### src/rtl/twm_pkg.sv
`timescale 1ns/1ps
package twm_pkg;
  localparam int unsigned NUM_ST    = 10;
  localparam int unsigned ST_W      = 4;
  localparam int unsigned IN_W      = 2;
  localparam int unsigned NUM_FLAGS = 6;
  localparam int unsigned ENT_W     = ST_W + NUM_FLAGS;
  localparam int unsigned ADDR_W    = ST_W + IN_W;
  localparam int unsigned DEPTH     = NUM_ST * (1 << IN_W);

  localparam logic [ST_W-1:0] ST_IDLE = 4'd0; // both high
  localparam logic [ST_W-1:0] ST_STRT = 4'd1; // start hold, 10
  localparam logic [ST_W-1:0] ST_B00  = 4'd2;
  localparam logic [ST_W-1:0] ST_B01  = 4'd3;
  localparam logic [ST_W-1:0] ST_B10  = 4'd4;
  localparam logic [ST_W-1:0] ST_B11  = 4'd5;
  localparam logic [ST_W-1:0] ST_R01  = 4'd6; // clock-first path
  localparam logic [ST_W-1:0] ST_R00  = 4'd7;
  localparam logic [ST_W-1:0] ST_R10  = 4'd8;
  localparam logic [ST_W-1:0] ST_TRAP = 4'd9;
  localparam logic [ST_W-1:0] ST_LAST = ST_TRAP;

  typedef struct packed {
    logic start;
    logic i2c;
    logic spi;
    logic stop;
    logic idle;
    logic err;
  } flags_t;

  typedef struct packed {
    flags_t            flags;
    logic [ST_W-1:0]   nxt;
  } entry_t;

  localparam flags_t FLAGS_IDLE = '{start:1'b0, i2c:1'b0, spi:1'b0, stop:1'b0, idle:1'b1, err:1'b0};
  localparam flags_t FLAGS_ERR  = '{start:1'b0, i2c:1'b0, spi:1'b0, stop:1'b0, idle:1'b0, err:1'b1};

  function automatic logic [ST_W-1:0] dflt_next(logic [ST_W-1:0] s, logic [IN_W-1:0] ln);
    logic [ST_W-1:0] n;
    n = ST_TRAP;
    case (s)
      ST_IDLE: case (ln) 2'b11: n = ST_IDLE; 2'b10: n = ST_STRT; 2'b01: n = ST_R01; default: n = ST_TRAP; endcase
      ST_STRT: case (ln) 2'b10: n = ST_STRT; 2'b00: n = ST_B00;  2'b11: n = ST_IDLE; default: n = ST_TRAP; endcase
      ST_B00:  case (ln) 2'b00: n = ST_B00;  2'b01: n = ST_B01;  2'b10: n = ST_B10;  default: n = ST_TRAP; endcase
      ST_B01:  case (ln) 2'b01: n = ST_B01;  2'b11: n = ST_B11;  2'b00: n = ST_B00;  default: n = ST_TRAP; endcase
      ST_B10:  case (ln) 2'b10: n = ST_B10;  2'b11: n = ST_IDLE; 2'b00: n = ST_B00;  default: n = ST_TRAP; endcase
      ST_B11:  case (ln) 2'b11: n = ST_B11;  2'b01: n = ST_B01;  2'b10: n = ST_STRT; default: n = ST_TRAP; endcase
      ST_R01:  case (ln) 2'b01: n = ST_R01;  2'b00: n = ST_R00;  2'b11: n = ST_IDLE; default: n = ST_TRAP; endcase
      ST_R00:  case (ln) 2'b00: n = ST_R00;  2'b10: n = ST_R10;  2'b01: n = ST_R01;  default: n = ST_TRAP; endcase
      ST_R10:  case (ln) 2'b10: n = ST_R10;  2'b11: n = ST_IDLE; 2'b00: n = ST_R00;  default: n = ST_TRAP; endcase
      default: n = ST_TRAP;
    endcase
    return n;
  endfunction

  function automatic entry_t dflt_entry(logic [ST_W-1:0] s, logic [IN_W-1:0] ln);
    entry_t e;
    logic   from_hi_lo;
    e.nxt      = dflt_next(s, ln);
    from_hi_lo = (s == ST_STRT) || (s == ST_B10) || (s == ST_R10);
    e.flags.err   = (e.nxt == ST_TRAP);
    e.flags.idle  = (e.nxt == ST_IDLE);
    e.flags.i2c   = (e.nxt >= ST_STRT) && (e.nxt <= ST_B11);
    e.flags.spi   = (e.nxt >= ST_R01) && (e.nxt <= ST_R10);
    e.flags.start = (e.nxt == ST_STRT) && (s != ST_STRT);
    e.flags.stop  = (e.nxt == ST_IDLE) && from_hi_lo;
    return e;
  endfunction
endpackage

### src/rtl/twm_sync.sv
`timescale 1ns/1ps
module twm_sync #(
  parameter int unsigned WIDTH   = 2,
  parameter int unsigned STAGES  = 2,
  parameter logic        RST_VAL = 1'b1
) (
  input  logic             clk_i,
  input  logic             rst_ni,
  input  logic [WIDTH-1:0] d_i,
  output logic [WIDTH-1:0] q_o
);
  for (genvar b = 0; b < WIDTH; b++) begin : g_bit
    logic [STAGES-1:0] chain_q;
    always_ff @(posedge clk_i or negedge rst_ni) begin
      if (!rst_ni) chain_q <= {STAGES{RST_VAL}};
      else if (STAGES == 1) chain_q <= d_i[b];
      else chain_q <= {chain_q[STAGES-2:0], d_i[b]};
    end
    assign q_o[b] = chain_q[STAGES-1];
  end
endmodule

### src/rtl/twm_table.sv
`timescale 1ns/1ps
module twm_table
  import twm_pkg::*;
(
  input  logic              clk_i,
  input  logic              rst_ni,
  input  logic              we_i,
  input  logic [ADDR_W-1:0] waddr_i,
  input  entry_t            wdata_i,
  input  logic [ST_W-1:0]   rd_st_i,
  input  logic [IN_W-1:0]   rd_in_i,
  output entry_t            rdata_o
);
  entry_t mem_q [DEPTH];

  for (genvar gi = 0; gi < DEPTH; gi++) begin : g_ent
    localparam logic [ST_W-1:0] ROW_ST = ST_W'(gi / 4);
    localparam logic [IN_W-1:0] ROW_IN = IN_W'(gi % 4);
    always_ff @(posedge clk_i or negedge rst_ni) begin
      if (!rst_ni) mem_q[gi] <= dflt_entry(ROW_ST, ROW_IN);
      else if (we_i && (waddr_i == ADDR_W'(gi))) mem_q[gi] <= wdata_i;
    end

    AST_TBL_WRITE: assert property (@(posedge clk_i) disable iff (!rst_ni)
      (we_i && waddr_i == ADDR_W'(gi)) |=> (mem_q[gi] == $past(wdata_i)));
  end

  logic [ADDR_W-1:0] rd_idx;
  assign rd_idx = {rd_st_i, rd_in_i};

  always_comb begin
    rdata_o       = '0;
    rdata_o.nxt   = ST_TRAP;
    rdata_o.flags = FLAGS_ERR;
    if (rd_idx < ADDR_W'(DEPTH)) rdata_o = mem_q[rd_idx];
  end
endmodule

### src/rtl/twm_engine.sv
`timescale 1ns/1ps
module twm_engine
  import twm_pkg::*;
(
  input  logic            clk_i,
  input  logic            rst_ni,
  input  logic [IN_W-1:0] line_i,
  input  entry_t          entry_i,
  output logic [ST_W-1:0] st_o,
  output flags_t          flags_o
);
  logic [ST_W-1:0] st_q, st_d;
  flags_t          fl_q, fl_d;

  always_comb begin
    if (st_q == ST_TRAP || entry_i.nxt > ST_LAST) begin
      st_d = ST_TRAP;
      fl_d = FLAGS_ERR;
    end else begin
      st_d = entry_i.nxt;
      fl_d = entry_i.flags;
    end
  end

  always_ff @(posedge clk_i or negedge rst_ni) begin
    if (!rst_ni) begin
      st_q <= ST_IDLE;
      fl_q <= FLAGS_IDLE;
    end else begin
      st_q <= st_d;
      fl_q <= fl_d;
    end
  end

  assign st_o    = st_q;
  assign flags_o = fl_q;

  AST_TRAP_STICKY: assert property (@(posedge clk_i) disable iff (!rst_ni)
    (st_q == ST_TRAP) |=> (st_q == ST_TRAP));
  AST_TRAP_ERR: assert property (@(posedge clk_i) disable iff (!rst_ni)
    (st_q == ST_TRAP) |-> (fl_q.err && !fl_q.idle && !fl_q.i2c && !fl_q.spi));
  AST_STATE_LEGAL: assert property (@(posedge clk_i) disable iff (!rst_ni)
    (st_q <= ST_LAST));
  AST_BAD_NEXT_TRAPS: assert property (@(posedge clk_i) disable iff (!rst_ni)
    (entry_i.nxt > ST_LAST) |=> (st_q == ST_TRAP));
  AST_LINE_KNOWN: assert property (@(posedge clk_i) disable iff (!rst_ni)
    !$isunknown(line_i));
endmodule

### src/rtl/twowire_state_monitor.sv
`timescale 1ns/1ps
module twowire_state_monitor
  import twm_pkg::*;
#(
  parameter int unsigned SYNC_STAGES = 2
) (
  input  logic              clk_i,
  input  logic              rst_ni,
  input  logic              scl_i,
  input  logic              sda_i,
  input  logic              tbl_we_i,
  input  logic [ADDR_W-1:0] tbl_addr_i,
  input  logic [ENT_W-1:0]  tbl_data_i,
  output logic              start_o,
  output logic              i2c_busy_o,
  output logic              spi_busy_o,
  output logic              stop_o,
  output logic              idle_o,
  output logic              error_o
);
  logic [IN_W-1:0] line_s;
  logic [ST_W-1:0] st;
  entry_t          ent;
  entry_t          wr_ent;
  flags_t          fl;

  assign wr_ent = entry_t'(tbl_data_i);

  twm_sync #(.WIDTH(IN_W), .STAGES(SYNC_STAGES), .RST_VAL(1'b1)) u_sync (
    .clk_i (clk_i),
    .rst_ni(rst_ni),
    .d_i   ({scl_i, sda_i}),
    .q_o   (line_s)
  );

  twm_table u_table (
    .clk_i  (clk_i),
    .rst_ni (rst_ni),
    .we_i   (tbl_we_i),
    .waddr_i(tbl_addr_i),
    .wdata_i(wr_ent),
    .rd_st_i(st),
    .rd_in_i(line_s),
    .rdata_o(ent)
  );

  twm_engine u_engine (
    .clk_i  (clk_i),
    .rst_ni (rst_ni),
    .line_i (line_s),
    .entry_i(ent),
    .st_o   (st),
    .flags_o(fl)
  );

  assign start_o    = fl.start;
  assign i2c_busy_o = fl.i2c;
  assign spi_busy_o = fl.spi;
  assign stop_o     = fl.stop;
  assign idle_o     = fl.idle;
  assign error_o    = fl.err;
endmodule

### config.mk
export PLATFORM = sky130hd
export DESIGN_NAME = twowire_state_monitor
export DESIGN_NICKNAME = d
export VERILOG_FILES = /design/src/rtl/twm_pkg.sv /design/src/rtl/twm_sync.sv /design/src/rtl/twm_table.sv /design/src/rtl/twm_engine.sv /design/src/rtl/twowire_state_monitor.sv
export SDC_FILE = /design/constraint.sdc
export NUM_CORES = 1
export LEC_CHECK = 0
export BUFFER_PORTS_ARGS = -buffer_cell sky130_fd_sc_hd__buf_2
export CORE_ASPECT_RATIO = 0.9
export CORE_MARGIN = 1.5
export CORE_UTILIZATION = 60
export DETAILED_ROUTE_END_ITERATION = 16
export PLACE_DENSITY = 0.76
export SYNTH_ARGS = -nofsm -noshare
export SYNTH_HDL_FRONTEND = slang
export SYNTH_SLANG_ARGS = --single-unit
### constraint.sdc
create_clock -name clk_i -period 5.15 [get_ports clk_i]
set_clock_uncertainty 0.15 [all_clocks]
set_input_delay 1.2875 -clock clk_i [delete_from_list [all_inputs] [get_ports clk_i]]
set_output_delay 1.2875 -clock clk_i [all_outputs]
set_load 0.01 [all_outputs]
After elaboration in Yosys (flattened, before gate mapping)
Cells that the tools add are included.
- register bits after elaboration: 414
- input bits: 21
- output and inout port bits: 6
- logic and storage cells: 381
- order comparisons: 3
- eq/ne operators: 40
- muxes and demuxes: 6
- bitwise logic cells: 1
- reduce and logical (&&, ||, !) cells: 42
- operators by type and width (operator ; count):
    6-bit by 5-bit == test with 1-bit output (second input constant) ; 16
    10-bit binary-select mux with 6-bit select ; 1
    6-bit by 4-bit == test with 1-bit output (second input constant) ; 8
    6-bit == test (second input constant) ; 8
    1-bit logical AND ; 40
    10-bit two-way mux ; 3
    6-bit by 3-bit == test with 1-bit output (second input constant) ; 4
    6-bit by 2-bit == test with 1-bit output (second input constant) ; 2
    7-bit >= comparator (second input constant) ; 1
    6-bit NOT with 7-bit output ; 1
    6-bit by 1-bit == test with 1-bit output (second input constant) ; 1
    6-bit zero test ; 1
    6-bit less-than comparator (second input constant) ; 1
    6-bit two-way mux ; 1
    4-bit == test (second input constant) ; 1
    4-bit greater-than comparator (second input constant) ; 1
    4-bit two-way mux ; 1
    1-bit logical OR ; 1

Longest topological paths before layout
- depth after elaboration: 8
- mapped depth: 10
- mapped depth without buffers: 7

Hierarchy
A second synthesis with hierarchy kept.
- cells, all modules: 1256
- area total of the unflattened synthesis: 19170.9 um2
- by module, submodules not included (module ; times used ; cells each ; area each (um2) ; seq. area each (um2)):
    twm_table ; 1 ; 1227 ; 18696.7 ; 10143.5
    twm_engine ; 1 ; 23 ; 354.1 ; 251.5
    twm_sync ; 1 ; 6 ; 120.1 ; 105.1

Least setup slack after synthesis
OpenSTA, ideal clock, no wires.
- kind: input -> register
- from: input port tbl_addr_i[5]
- to: register u_table.mem_q[281] (netlist name)
- setup time: 0.125 ns
- arrival: 2.826 ns
- data required time: 4.875 ns
- slack: 2.050 ns
- stages: 7
- buffers on the path: 2
- cells stage by stage: nor3b_1 -> clkbuf_1 -> inv_1 -> nor3b_1 -> nor2b_1 -> buf_2 -> mux2_2
- cells in the longest elaborated chain, start to end: 2
- ends and longest elaborated chain (what ; RTL line ; source):
    from (decl) ; twowire_state_monitor.sv:12 ; input logic [ADDR_W-1:0] tbl_addr_i,
    6-bit by 4-bit == test with 1-bit output ; twm_table.sv:21 ; else if (we_i && (waddr_i == ADDR_W'(gi))) mem_q[gi] <= wdata_i;
    1-bit logical AND ; twm_table.sv:21 ;
    to (signal, indexed assignment) ; twm_table.sv:20 ; if (!rst_ni) mem_q[gi] <= dflt_entry(ROW_ST, ROW_IN);
    to (signal, indexed assignment) ; twm_table.sv:21 ;
    to (decl) ; twm_table.sv:14 ; entry_t mem_q [DEPTH];
Every way passes these cells.
A chain may end at the register's enable or synchronous reset.

==> flow_metrics.tcl <==
set metrics [dict create \
    first_iter_violations 889 \
    p_leak_nw 9.401 \
    first_pass_iters 5 \
    postCtsHoldBufs 0 \
    grt_overflow 0 \
    hold_viol 0 \
    die_w_um 190.0 \
    portBuffers 26 \
    crit_fanout 38 \
    synth_warnings 0 \
    yosys_register_bits 410 \
    num_antenna_cells 0 \
    hp-class "flip-flop to flip-flop" \
    cts.repair.resized 0 \
    die_h_um 171.3 \
    final_cells 1650 \
    vias 10530 \
    cts-root-buf "clkbuf_16" \
    tightest_slew_ps 1084 \
    synth_top_area_cell "dfrtp_1" \
    clock-sinks 410 \
    core-area_mm2 0.03091 \
    cts_setup_buffers 0 \
    die-area_mm2 0.03254 \
    period_share 0.6976 \
    ys_seq_area_frac 0.5507 \
    antenna_found_initial 1 \
    syn_inst 1210 \
    fmax_mhz 278.4 \
    setup_tns_ps 0 \
    relSlewSlack 0.2775 \
    cts.path.max_buffers 3 \
    maxCapViolations 0 \
    yosys.cell_count.top_type "mux2_2" \
    post-route-drc-count 0 \
    mappedNetlistArea_mm2 0.01888 \
    path_clk_slew_ps 60 \
    start_kind "flip-flop" \
    grt.total_usage 0.2704 \
    avgRoutedWirePerCell_um 25.48 \
    placementRows 61 \
    syn_nets 1231 \
    worst_ep_arrival_time_ps 3850 \
    ir_drop_mv 0.3318 \
    rsz0062_at_grt "no" \
    dp_cells 1573 \
    vias_per_cell 6.383 \
    synth_edf_count 0 \
    power.density_mw_per_mm2 412.2 \
    io_pins 27 \
    synth_ff_type "dfrtp_1" \
    tritoncts "done" \
    ys_async_sr_fraction 1.000 \
    outcome "finished clean" \
    p_total_mw 8.508 \
    grt_pass1_vias 11010 \
    place_area_mm2 0.01924 \
    grt_pass1_wl_mm 65.96 \
    path_class "flip-flop to flip-flop" \
    pre_cts_slack_ps 1524 \
    final.min_clock_period_ps 3592 \
    regToRegSetupSlack_ps 1560 \
    place.gp.congestion 0.9240 \
    cts_inserted_buffers 42 \
    h-tree-depth 2 \
    synth.top_cell.area_share 0.4003 \
    hpwlAfterDp_mm 26.03 \
    grt_max_degree 134 \
    worstSkewPairLatency_ps 540 \
    setup_violations 0 \
    synth_cell_type_count 52 \
    final_nets 1229 \
    synth_area_per_cell_um2 15.60 \
    drive_above_1_share 0.5786 \
    area_growth_pct 9.339 \
    layout_setup_ws_ps 1558 \
    slew_viol_final 0 \
    cp-end-kind "flip-flop" \
    worstPathRequired_ps 5410 \
    postRouteWirelength_mm 42.04 \
    ys_top_cells_by_count "mux2_2, dfrtp_1, dfstp_2" \
    fin_area_mm2 0.02064 \
    netlist_top_cells_area "dfrtp_1, mux2_2, dfstp_2, mux4_2, mux2i_1" \
    antenna_left 0 \
    initial_core_util 0.6107 \
]
[power breakdown]
group | leakage [nW] | switching, mW | internal, mW | total [mW]
Combinational | 3.57 | 0.699 | 0.723 | 1.42
Clock | 0.696 | 1.26 | 1.79 | 3.05
Sequential | 5.14 | 0.287 | 3.75 | 4.03
[metrics by stage]
stage	hold slack, ps	util
after floorplan	195.2	-
after global placement	204.3	0.6225
after detailed placement	203.2	0.6225
after CTS	211.2	0.6677
after global routing	217.8	0.6677
final	209.6	0.6677
[worst max-delay path, stage by stage, from the launching register on]
cell      delay, ps
dfstp_4        1070
buf_12          350
mux4_2          560
mux2i_1         140
o31ai_1         110
o2111a_1        210
nor2_2          150
a311oi_2        220
or3_1           450
[layout make-up]
| class | instances | area (um^2) |
|---|---|---|
| Multi-Input combinational cell | 704 | 7973 |
| Fill cell | 2203 | 10270 |
| Timing Repair Buffer | 43 | 330.3 |
| Inverter | 7 | 26.28 |
| Tap cell | 409 | 511.7 |
| Clock inverter | 19 | 195.2 |
| Clock buffer | 58 | 1201 |
| Sequential cell | 410 | 10400 |
[layout by cell type (no fill, tap or decap), drive strengths merged, types with 7 or more instances in the layout]
cell type / synthesis / layout
nor3: 9 / 9
nand3: 7 / 7
a21oi: 8 / 8
mux2i: 50 / 50
mux4: 87 / 87
dfrtp: 302 / 302
dfstp: 108 / 108
nand2b: 7 / 7
nand2: 36 / 36
clkinv: 1 / 13
mux2: 407 / 407
a22oi: 8 / 8
nor2: 32 / 32
buf: 32 / 43
inv: 6 / 9
clkbuf: 57 / 58
[layer usage]
layer | vias to the layer above | global-route usage | part of all wire
met4 | 0 | 0.07039 | 0.019
met1 | 5693 | 0.3860 | 0.45
met3 | 68 | 0.05468 | 0.059
met5 | - | 0 | 0
li1 | 4484 | - | -
met2 | 287 | 0.4276 | 0.48
[final timing paths]
kind,start,endpoint,depth (start not counted)
setup / recovery,u_sync.g_bit[0].chain_q[1],u_engine.flags_o[0],8
hold / removal,u_sync.g_bit[1].chain_q[0],u_sync.g_bit[1].chain_q[1],0
setup reg to reg,u_sync.g_bit[0].chain_q[1],u_engine.flags_o[0],8
hold reg to reg,u_sync.g_bit[1].chain_q[0],u_sync.g_bit[1].chain_q[1],0
max in group asynchronous,rst_ni,u_table.mem_q[220],2
min in group asynchronous,rst_ni,u_table.mem_q[137],1
[sequential cells by signal (all words and copies together), names as in the netlist]
name and count:
u_table.mem_q 396, u_sync.g_bit.chain_q 4, u_engine.st_o 4, u_engine.flags_o 6
[kinds of logic after synthesis]
group,synth area share
flops,0.5507
buf+inv,0.02698
mux,0.3745
simple gates,0.02923
compound gates,0.01863
Power figures use the tool's default switching activity.
